[src/rtl/cfg_pio_pkg.sv]
package cfg_pio_pkg;
  localparam int unsigned REG_AW = 6;

  localparam logic [REG_AW-1:0] OFF_CTRL  = 6'h00;
  localparam logic [REG_AW-1:0] OFF_STAT  = 6'h04;
  localparam logic [REG_AW-1:0] OFF_ALO   = 6'h08;
  localparam logic [REG_AW-1:0] OFF_AHI   = 6'h0C;
  localparam logic [REG_AW-1:0] OFF_WDAT  = 6'h10;
  localparam logic [REG_AW-1:0] OFF_STRB  = 6'h14;
  localparam logic [REG_AW-1:0] OFF_RDAT  = 6'h18;
  localparam logic [REG_AW-1:0] OFF_START = 6'h1C;
  localparam logic [REG_AW-1:0] OFF_DONE  = 6'h20;

  localparam logic [2:0] CODE_OK  = 3'd0;
  localparam logic [2:0] CODE_UR  = 3'd1;
  localparam logic [2:0] CODE_CRS = 3'd2;
  localparam logic [2:0] CODE_CA  = 3'd4;

  typedef enum logic [1:0] {S_IDLE, S_ISSUE, S_WAIT} seq_state_e;
endpackage

[src/rtl/cfg_pio_regs.sv]
module cfg_pio_regs
  import cfg_pio_pkg::*;
#(
  parameter int unsigned DW = 32
) (
  input  logic              clk_i,
  input  logic              rst_ni,
  input  logic [REG_AW-1:0] reg_addr_i,
  input  logic              reg_we_i,
  input  logic [DW-1:0]     reg_wdata_i,
  output logic [DW-1:0]     reg_rdata_o,
  input  logic              fin_i,
  input  logic [2:0]        fin_code_i,
  input  logic [DW-1:0]     fin_data_i,
  input  logic              fin_rd_i,
  output logic              start_o,
  output logic              done_o,
  output logic [3:0]        kind_o,
  output logic              bypass_o,
  output logic [2*DW-1:0]   addr_o,
  output logic [DW-1:0]     wdata_o,
  output logic [3:0]        strb_o
);
  logic [3:0]    kind_q;
  logic          byp_q;
  logic [DW-1:0] alo_q, ahi_q, wdat_q, rdat_q;
  logic [3:0]    strb_q;
  logic [2:0]    code_q;
  logic          np_q, start_q, done_q;
  logic          cfg_we;

  // configuration is frozen while an access is in flight
  assign cfg_we = reg_we_i && !start_q;

  always_ff @(posedge clk_i or negedge rst_ni) begin
    if (!rst_ni) begin
      kind_q  <= '0;
      byp_q   <= 1'b0;
      alo_q   <= '0;
      ahi_q   <= '0;
      wdat_q  <= '0;
      strb_q  <= '0;
      rdat_q  <= '0;
      code_q  <= CODE_OK;
      np_q    <= 1'b0;
      start_q <= 1'b0;
      done_q  <= 1'b0;
    end else begin
      if (cfg_we) begin
        unique case (reg_addr_i)
          OFF_CTRL: begin
            kind_q <= reg_wdata_i[3:0];
            byp_q  <= reg_wdata_i[24];
          end
          OFF_ALO:   alo_q   <= reg_wdata_i;
          OFF_AHI:   ahi_q   <= reg_wdata_i;
          OFF_WDAT:  wdat_q  <= reg_wdata_i;
          OFF_STRB:  strb_q  <= reg_wdata_i[3:0];
          OFF_START: start_q <= reg_wdata_i[0];
          default: ;
        endcase
      end
      if (reg_we_i && reg_addr_i == OFF_DONE && reg_wdata_i[0]) done_q <= 1'b0;
      if (fin_i) begin
        start_q <= 1'b0;
        done_q  <= 1'b1;
        code_q  <= fin_code_i;
        np_q    <= 1'b1;
        if (fin_rd_i) rdat_q <= fin_data_i;
      end
    end
  end

  always_comb begin
    reg_rdata_o = '0;
    unique case (reg_addr_i)
      OFF_CTRL:  begin reg_rdata_o[3:0] = kind_q; reg_rdata_o[24] = byp_q; end
      OFF_STAT:  begin reg_rdata_o[9:7] = code_q; reg_rdata_o[0] = np_q; end
      OFF_ALO:   reg_rdata_o = alo_q;
      OFF_AHI:   reg_rdata_o = ahi_q;
      OFF_WDAT:  reg_rdata_o = wdat_q;
      OFF_STRB:  reg_rdata_o[3:0] = strb_q;
      OFF_RDAT:  reg_rdata_o = rdat_q;
      OFF_START: reg_rdata_o[0] = start_q;
      OFF_DONE:  reg_rdata_o[0] = done_q;
      default: ;
    endcase
  end

  assign start_o  = start_q;
  assign done_o   = done_q;
  assign kind_o   = kind_q;
  assign bypass_o = byp_q;
  assign addr_o   = {ahi_q, alo_q};
  assign wdata_o  = wdat_q;
  assign strb_o   = strb_q;

  p_done_after_fin_r5: assert property (@(posedge clk_i) disable iff (!rst_ni)
    fin_i |=> done_q && !start_q);
  p_cfg_frozen_r10: assert property (@(posedge clk_i) disable iff (!rst_ni)
    start_q && !fin_i |=> $stable(alo_q) && $stable(ahi_q) && $stable(kind_q) && $stable(strb_q));
endmodule

[src/rtl/cfg_pio_seq.sv]
module cfg_pio_seq
  import cfg_pio_pkg::*;
#(
  parameter int unsigned DW             = 32,
  parameter int unsigned TIMEOUT_CYCLES = 200000
) (
  input  logic          clk_i,
  input  logic          rst_ni,
  input  logic          start_i,
  input  logic [3:0]    kind_i,
  input  logic          cpl_valid_i,
  input  logic [2:0]    cpl_status_i,
  input  logic [DW-1:0] cpl_data_i,
  output logic          req_valid_o,
  output logic          fin_o,
  output logic [2:0]    fin_code_o,
  output logic [DW-1:0] fin_data_o,
  output logic          fin_rd_o
);
  localparam int unsigned CW = $clog2(TIMEOUT_CYCLES + 1);
  localparam logic [CW-1:0] CNT_LAST = CW'(TIMEOUT_CYCLES - 1);

  seq_state_e state_q;
  logic [CW-1:0] cnt_q;
  logic kind_ok;

  assign kind_ok  = kind_i[3:2] == 2'b10;
  assign fin_rd_o = !kind_i[1];

  always_comb begin
    fin_o      = 1'b0;
    fin_code_o = CODE_OK;
    fin_data_o = '1;
    unique case (state_q)
      S_IDLE: if (start_i && !kind_ok) begin
        fin_o      = 1'b1;
        fin_code_o = CODE_UR;
      end
      S_WAIT: if (cpl_valid_i) begin
        fin_o      = 1'b1;
        fin_code_o = cpl_status_i;
        if (cpl_status_i == CODE_OK) fin_data_o = cpl_data_i;
      end else if (cnt_q == CNT_LAST) begin
        fin_o      = 1'b1;
        fin_code_o = CODE_CA;
      end
      default: ;
    endcase
  end

  always_ff @(posedge clk_i or negedge rst_ni) begin
    if (!rst_ni) begin
      state_q <= S_IDLE;
      cnt_q   <= '0;
    end else begin
      unique case (state_q)
        S_IDLE:  if (start_i && kind_ok) state_q <= S_ISSUE;
        S_ISSUE: begin
          state_q <= S_WAIT;
          cnt_q   <= '0;
        end
        S_WAIT: begin
          if (fin_o) state_q <= S_IDLE;
          else       cnt_q   <= cnt_q + 1'b1;
        end
        default: state_q <= S_IDLE;
      endcase
    end
  end

  assign req_valid_o = state_q == S_ISSUE;

  p_req_pulse_r3: assert property (@(posedge clk_i) disable iff (!rst_ni)
    req_valid_o |=> !req_valid_o);
  p_req_busy_r10: assert property (@(posedge clk_i) disable iff (!rst_ni)
    req_valid_o |-> start_i);
  p_req_kind_r9: assert property (@(posedge clk_i) disable iff (!rst_ni)
    req_valid_o |-> kind_i[3:2] == 2'b10);
  p_wait_bound_r8: assert property (@(posedge clk_i) disable iff (!rst_ni)
    state_q == S_WAIT |-> cnt_q <= CNT_LAST);
endmodule

[src/rtl/cfg_pio_engine.sv]
module cfg_pio_engine
  import cfg_pio_pkg::*;
#(
  parameter int unsigned TIMEOUT_CYCLES = 200000
) (
  input  logic              clk_i,
  input  logic              rst_ni,
  input  logic [REG_AW-1:0] reg_addr_i,
  input  logic              reg_we_i,
  input  logic [31:0]       reg_wdata_i,
  output logic [31:0]       reg_rdata_o,
  output logic              req_valid_o,
  output logic              req_write_o,
  output logic              req_type1_o,
  output logic              req_bypass_o,
  output logic [63:0]       req_addr_o,
  output logic [31:0]       req_wdata_o,
  output logic [3:0]        req_strb_o,
  input  logic              cpl_valid_i,
  input  logic [2:0]        cpl_status_i,
  input  logic [31:0]       cpl_data_i,
  output logic              irq_o
);
  localparam int unsigned DW = 32;

  logic          start, fin, fin_rd;
  logic [2:0]    fin_code;
  logic [DW-1:0] fin_data;
  logic [3:0]    kind, strb;

  cfg_pio_regs #(.DW(DW)) u_regs (
    .clk_i, .rst_ni, .reg_addr_i, .reg_we_i, .reg_wdata_i, .reg_rdata_o,
    .fin_i(fin), .fin_code_i(fin_code), .fin_data_i(fin_data), .fin_rd_i(fin_rd),
    .start_o(start), .done_o(irq_o), .kind_o(kind), .bypass_o(req_bypass_o),
    .addr_o(req_addr_o), .wdata_o(req_wdata_o), .strb_o(strb)
  );

  cfg_pio_seq #(.DW(DW), .TIMEOUT_CYCLES(TIMEOUT_CYCLES)) u_seq (
    .clk_i, .rst_ni, .start_i(start), .kind_i(kind),
    .cpl_valid_i, .cpl_status_i, .cpl_data_i,
    .req_valid_o, .fin_o(fin), .fin_code_o(fin_code), .fin_data_o(fin_data),
    .fin_rd_o(fin_rd)
  );

  assign req_write_o = kind[1];
  assign req_type1_o = kind[0];
  assign req_strb_o  = kind[1] ? strb : 4'hF;

  p_irq_on_fin_r5: assert property (@(posedge clk_i) disable iff (!rst_ni)
    fin |=> irq_o);
endmodule

[config.mk]
export PLATFORM = sky130hd
export DESIGN_NAME = cfg_pio_engine
export DESIGN_NICKNAME = d
export VERILOG_FILES = /design/src/rtl/cfg_pio_pkg.sv /design/src/rtl/cfg_pio_regs.sv /design/src/rtl/cfg_pio_seq.sv /design/src/rtl/cfg_pio_engine.sv
export SDC_FILE = /design/constraint.sdc
export NUM_CORES = 1
export LEC_CHECK = 0
export BUFFER_PORTS_ARGS = -buffer_cell sky130_fd_sc_hd__buf_2
export CORE_UTILIZATION = 47
export DETAILED_ROUTE_END_ITERATION = 7
export PLACE_DENSITY = 0.83
export SLEW_MARGIN = 20
export SYNTH_ARGS = -nofsm -noshare
export SYNTH_HDL_FRONTEND = slang
export SYNTH_SLANG_ARGS = --single-unit
[constraint.sdc]
create_clock -name clk_i -period 2.1 [get_ports clk_i]
set_clock_uncertainty 0.1 [all_clocks]
set_input_delay 0.105 -clock clk_i [delete_from_list [all_inputs] [get_ports clk_i]]
set_output_delay 0.105 -clock clk_i [all_outputs]
set_load 0.01 [all_outputs]
-- After elaboration in Yosys (flattened, before gate mapping)
Cells that the tools add are included.
- bits in registers: 163
- bits of input ports: 77
- output and inout bits: 137
- logic and storage cells: 82
- add/subtract/negate cells: 1
- equality and inequality tests: 15
- muxes and demuxes: 29
- bitwise operators: 1
- reductions and logical operators: 23
- operators by type and width (operator ; number):
    two-way mux 32 bit ; 3
    one-hot mux 14 bit (4 select lines) ; 1
    one-hot mux 18 bit (2 select lines) ; 1
    one-hot mux 7 bit (4 select lines) ; 1
    equality test 6 x 5 -> 1 bit (second input constant) ; 4
    adder 18 x 1 -> 18 bit (second input constant) ; 1
    equality test 18 bit (second input constant) ; 1
    two-way mux 18 bit ; 1
    one-hot mux 3 bit (6 select lines) ; 1
    AND reduction 2 bit ; 9
    one-hot mux 3 bit (5 select lines) ; 1
    equality test 6 x 4 -> 1 bit (second input constant) ; 2
    one-hot mux 3 bit (4 select lines) ; 1
    two-way mux 1 bit ; 9
    one-hot mux 1 bit (9 select lines) ; 1
    nonzero test 2 bit ; 4
    equality test 6 x 3 -> 1 bit (second input constant) ; 1
    equality test 6 bit (second input constant) ; 1
    logical NOT 6 bit ; 1
    two-way mux 3 bit ; 2
    one-hot mux 2 bit (3 select lines) ; 1
    one-hot mux 3 bit (2 select lines) ; 1
    logical AND 1 bit ; 5
    one-hot mux 1 bit (5 select lines) ; 1
    other kinds (11) ; 15

-- Longest topological paths before layout
- depth after elaboration: 7
- depth in mapped cells: 8
- depth with buffers taken out: 7

-- Modules after synthesis
From an unflattened synthesis, not the netlist that was laid out.
- cells, all modules: 638
- area, all modules: 7983.9 µm²
- modules (own cells, without submodules) (module ; times used ; cells an instance ; area each (µm²) ; seq. area each (µm²)):
    cfg_pio_regs ; 1 ; 448 ; 6482.5 ; 3578.4
    cfg_pio_seq ; 1 ; 186 ; 1476.4 ; 500.5
    cfg_pio_engine ; 1 ; 4 ; 25.0 ; 0.0

-- Worst setup path before layout
Ideal clock, no wire load.
- path kind: flip-flop to flip-flop
- from: register u_seq.cnt_q[0]
- to: register u_seq.cnt_q[15]
- setup time: 0.124 ns
- arrival time: 1.850 ns
- data required time: 1.876 ns
- path slack: 0.026 ns
- cell stages (with the launch flop): 9
- buffers on the path: 2
- period minus slack after synthesis: 2.074 ns
- cell sequence: dfrtp_1 > ha_1 > nand4_1 > nor4_2 > a21bo_2 > buf_2 > buf_2 > nor3_1 > a211o_1
- word-level cells in the longest chain between the ends: 6
- elaborated cells between the ends (all ways): 9
- those cells by class: add/sub (1); eq/ne (2); mux (5); reduce/logical (1)
- ends and longest elaborated chain (element ; line ; source):
    from (decl) ; cfg_pio_seq.sv:24 ; logic [CW-1:0] cnt_q;
    from (signal assigned) ; cfg_pio_seq.sv:64 ; else cnt_q <= cnt_q + 1'b1;
    parallel branches: the longest is 6 deep, another holds adder 18 x 1 -> 18 bit ; -- ;
Several ways; the timed one is not identified. The select of a mux whose other input is x is not followed.
A chain may end at the register's enable or synchronous reset.

-- Worst setup path in the final report
- from: register u_seq.cnt_q[12]
- to: register u_regs.rdat_q[7]
- word-level cells in the longest chain between the ends: 5
- ends and longest elaborated chain (element ; line ; source):
    equality test 18 bit ; cfg_pio_seq.sv:43 ; end else if (cnt_q == CNT_LAST) begin
    two-way mux 1 bit ; cfg_pio_seq.sv:43 ;
    two-way mux 1 bit ; cfg_pio_seq.sv:39 ; S_WAIT: if (cpl_valid_i) begin
    one-hot mux 1 bit (2 select lines) ; cfg_pio_seq.sv:34 ; unique case (state_q)
    AND reduction 2 bit (no source line) ; -- ;
    to (signal assigned) ; cfg_pio_regs.sv:69 ; if (fin_rd_i) rdat_q <= fin_data_i;
    to (decl) ; cfg_pio_regs.sv:26 ; logic [DW-1:0] alo_q, ahi_q, wdat_q, rdat_q;
No other way between the ends.

==> results_dict.tcl <==
set metrics [dict create \
    r2r_start "u_seq.cnt_q[12]$_DFFE_PN0P_" \
    holdCritPathClass "in2reg" \
    ys.flop_type "dfrtp_1" \
    p_per_area_nw_per_um2 860 \
    arrival_ns 2.45 \
    rsz0062_at_grt "true" \
    failed_checks "setup timing" \
    synth_top_area_cell "dfrtp_1" \
    fin_crit_ns 2.19 \
    cts.sinks 163 \
    layout.cells.most_common "buf_2" \
    synth_compound_area_share_pct 12.2 \
    clk_latency_ns 0.43 \
    firstDrtPassIters 6 \
    grt.busiest_layer "met2" \
    finalHoldViolCount 0 \
    cp.required_ns 2.36 \
    ys_types 55 \
    grt_pass1_vias 6474 \
    fmax_ghz 0.457 \
    diodes 0 \
    die_w_um 129 \
    min_from "reg_addr_i[0]" \
    top_level_ports 214 \
    dp_hpwl_um 14600 \
    synth_top_family_by_area "multiplexers" \
    critPathMaxFanout 8 \
    dr_total_vias 6493 \
    root_buffer "clkbuf_16" \
    fin_setup_tns_ns -2.15 \
    ant_nets 0 \
    max_slew.worst_pin.slew_ns 0.543 \
    rrSetupSlack_ns -0.09 \
    met2_usage_pct 47.4 \
    grtUsageMet1_pct 33.6 \
    track_usage_pct 27.8 \
    yosys.area_share.adder_pct 0.165 \
    layout-drive-gt1-share_pct 46.6 \
    ys_ff_latch 163 \
    start_util_pct 47.9 \
    nFillCells 1069 \
    cts_tree "built" \
    grt_pass1_wl_um 34700 \
    die_area_um2 16600 \
    fp-row-count 46 \
    muxShareOfSynthArea_pct 21.2 \
    critPathKind "reg2reg" \
    crit_path_end_kind "register" \
    synth_cells 585 \
    async_flop_share_pct 100 \
    setup_viol 35 \
    min_period_over_period_pct 104 \
    fin_nets 984 \
    gr-usage-met3_pct 6.82 \
    gp_congestion 0.879 \
    synth-edff-count 0 \
    routedWlPerCell_um 20.5 \
    yosys_warnings 0 \
    seq_area_frac_synth_pct 53.8 \
    h-tree-depth 4 \
    crit_start "u_seq.cnt_q[12]$_DFFE_PN0P_" \
    synthToLayoutAreaGrowth_pct 41.1 \
    avgSynthCellArea_um2 13.0 \
    fin_ws_ns -0.0904 \
    vias_per_cell 5.72 \
    drt_iter0_drc 414 \
    leakage_uw 0.00538 \
    max_cap_viol_count 0 \
    synth_xor_area_share_pct 0.116 \
    yosys-top-cells-area "dfrtp_1 54%, mux2_2 11%, mux2_4 5.9%" \
    overflow 0 \
    synth_top_cell_area_share_pct 53.8 \
    die-height_um 129 \
    pre_cts_ws_ns -0.0536 \
    placement.io_buffers 213 \
    peakVddDrop_mv 0.560 \
    numCtsBuffers 17 \
    yosys.area_share.simple_pct 9.79 \
    cts.path.max_buffers 2 \
    wirelength_um 23300 \
    cp-start-kind "register" \
    status "finished, violations left" \
    grt_start_max_net_pins 87 \
    final_max_slew_viol_count 0 \
    core_um2 15800 \
    syn_area_um2 7580 \
    mostFrequentLayoutCells "212 x buf_2, 163 x dfrtp_1, 75 x mux2_2" \
    route.detailed.drc 0 \
    max-slew-margin-rel_pct 63.5 \
    antenna_found_initial 0 \
    path_clk_slew_ns 0.06 \
    syn_nets 663 \
]
synthesized netlist by cell type (9+ instances only):
library cell  instances
nand2_1              30
mux2_2               75
a221o_1              25
buf_2                12
mux2_4               30
nor2_1               31
a22oi_1               9
clkbuf_1             15
nand3_1              11
o22a_1               32
dfrtp_1             163
nand2b_1             11
mux2i_1              28
critical path, stage by stage (launching register included):
cell	delay, ns
dfrtp_1	0.38
or3_4	0.40
nor4_4	0.41
o2bb2ai_2	0.16
nor2b_4	0.31
clkbuf_16	0.23
o22a_1	0.14
through the flow:
| stage | utilization, % | power (uW) | hold WS (ns) | std cells | cell area (um^2) |
|---|---|---|---|---|---|
| 6_report | 67.6 | 9200 | 0.0420 | 1135 | 10700 |
| 5_1_grt | 67.6 | 9580 | 0.0852 | 1135 | 10700 |
| 4_1_cts | 66.5 | 9120 | 0.0303 | 1126 | 10500 |
| 3_5_place_dp | 58.3 | 5920 | 0.0527 | 1025 | 9230 |
| 3_3_place_gp | 58.3 | 5820 | 0.0533 | 1025 | 9230 |
| 2_1_floorplan | - | 5090 | -0.291 | 585 | 7580 |
where the power goes:
part	internal (uW)	switching, uW
sequential	3750	480
combinational	1010	844
clock	1800	1310
total	6570	2630
metal layers:
metal	vias to the layer above	wire (um)	share of wire (%)
met4	0	607	2.6
li1	2862	-	-
met3	68	1710	7.4
met1	3235	9140	39
met2	328	11800	51
met5	-	0	0
logic make-up after synthesis:
logic type      count (synthesis)
compound gates                109
xor+xnor                        1
fa+ha+maj                       1
buf+inv                        39
flops                         163
mux                           136
simple gates                  136
cell type report:
type / count / area [um^2] / share of cell area, %
multi-input cells: 383 / 3380 / 31.6
clock inverters: 13 / 148 / 1.38
clock buffers: 19 / 443 / 4.14
well taps: 216 / 270 / 2.53
flip-flops and latches: 163 / 4080 / 38.1
repair buffers: 336 / 2360 / 22.0
inverters: 5 / 18.8 / 0.176
state kept, by name (all words and copies together), names as in the netlist:
| name | count |
|---|---|
| u_regs.start_o | 1 |
| u_regs.np_q | 1 |
| u_regs.alo_q | 32 |
| u_regs.strb_o | 4 |
| u_regs.done_o | 1 |
| u_regs.rdat_q | 32 |
| u_regs.kind_o | 4 |
| u_seq.state_q | 2 |
| u_regs.code_q | 3 |
| u_regs.bypass_o | 1 |
| u_regs.ahi_q | 32 |
| u_seq.cnt_q | 18 |
| u_regs.wdata_o | 32 |
final timing paths:
check | endpoint | cells past startpoint
setup / recovery | u_regs.rdat_q[7]$_DFFE_PN0P_ | 6
hold / removal | u_regs.done_o$_DFFE_PN0P_ | 4
setup reg to reg | u_regs.rdat_q[7]$_DFFE_PN0P_ | 6
hold reg to reg | u_regs.rdat_q[10]$_DFFE_PN0P_ | 1
max in group asynchronous | u_seq.cnt_q[15]$_DFFE_PN0P_ | 3
min in group asynchronous | u_regs.wdata_o[27]$_DFFE_PN0P_ | 3
what timing repair did:
item	in CTS	in global routing
endpoints found under the setup margin	4	48
cloned	0	3
buffers inserted	0	6
hold endpoints to repair	304	0
hold buffers	69	0
pin swaps	0	19
gates resized for setup	2	12
Power figures use the tool's default switching activity.
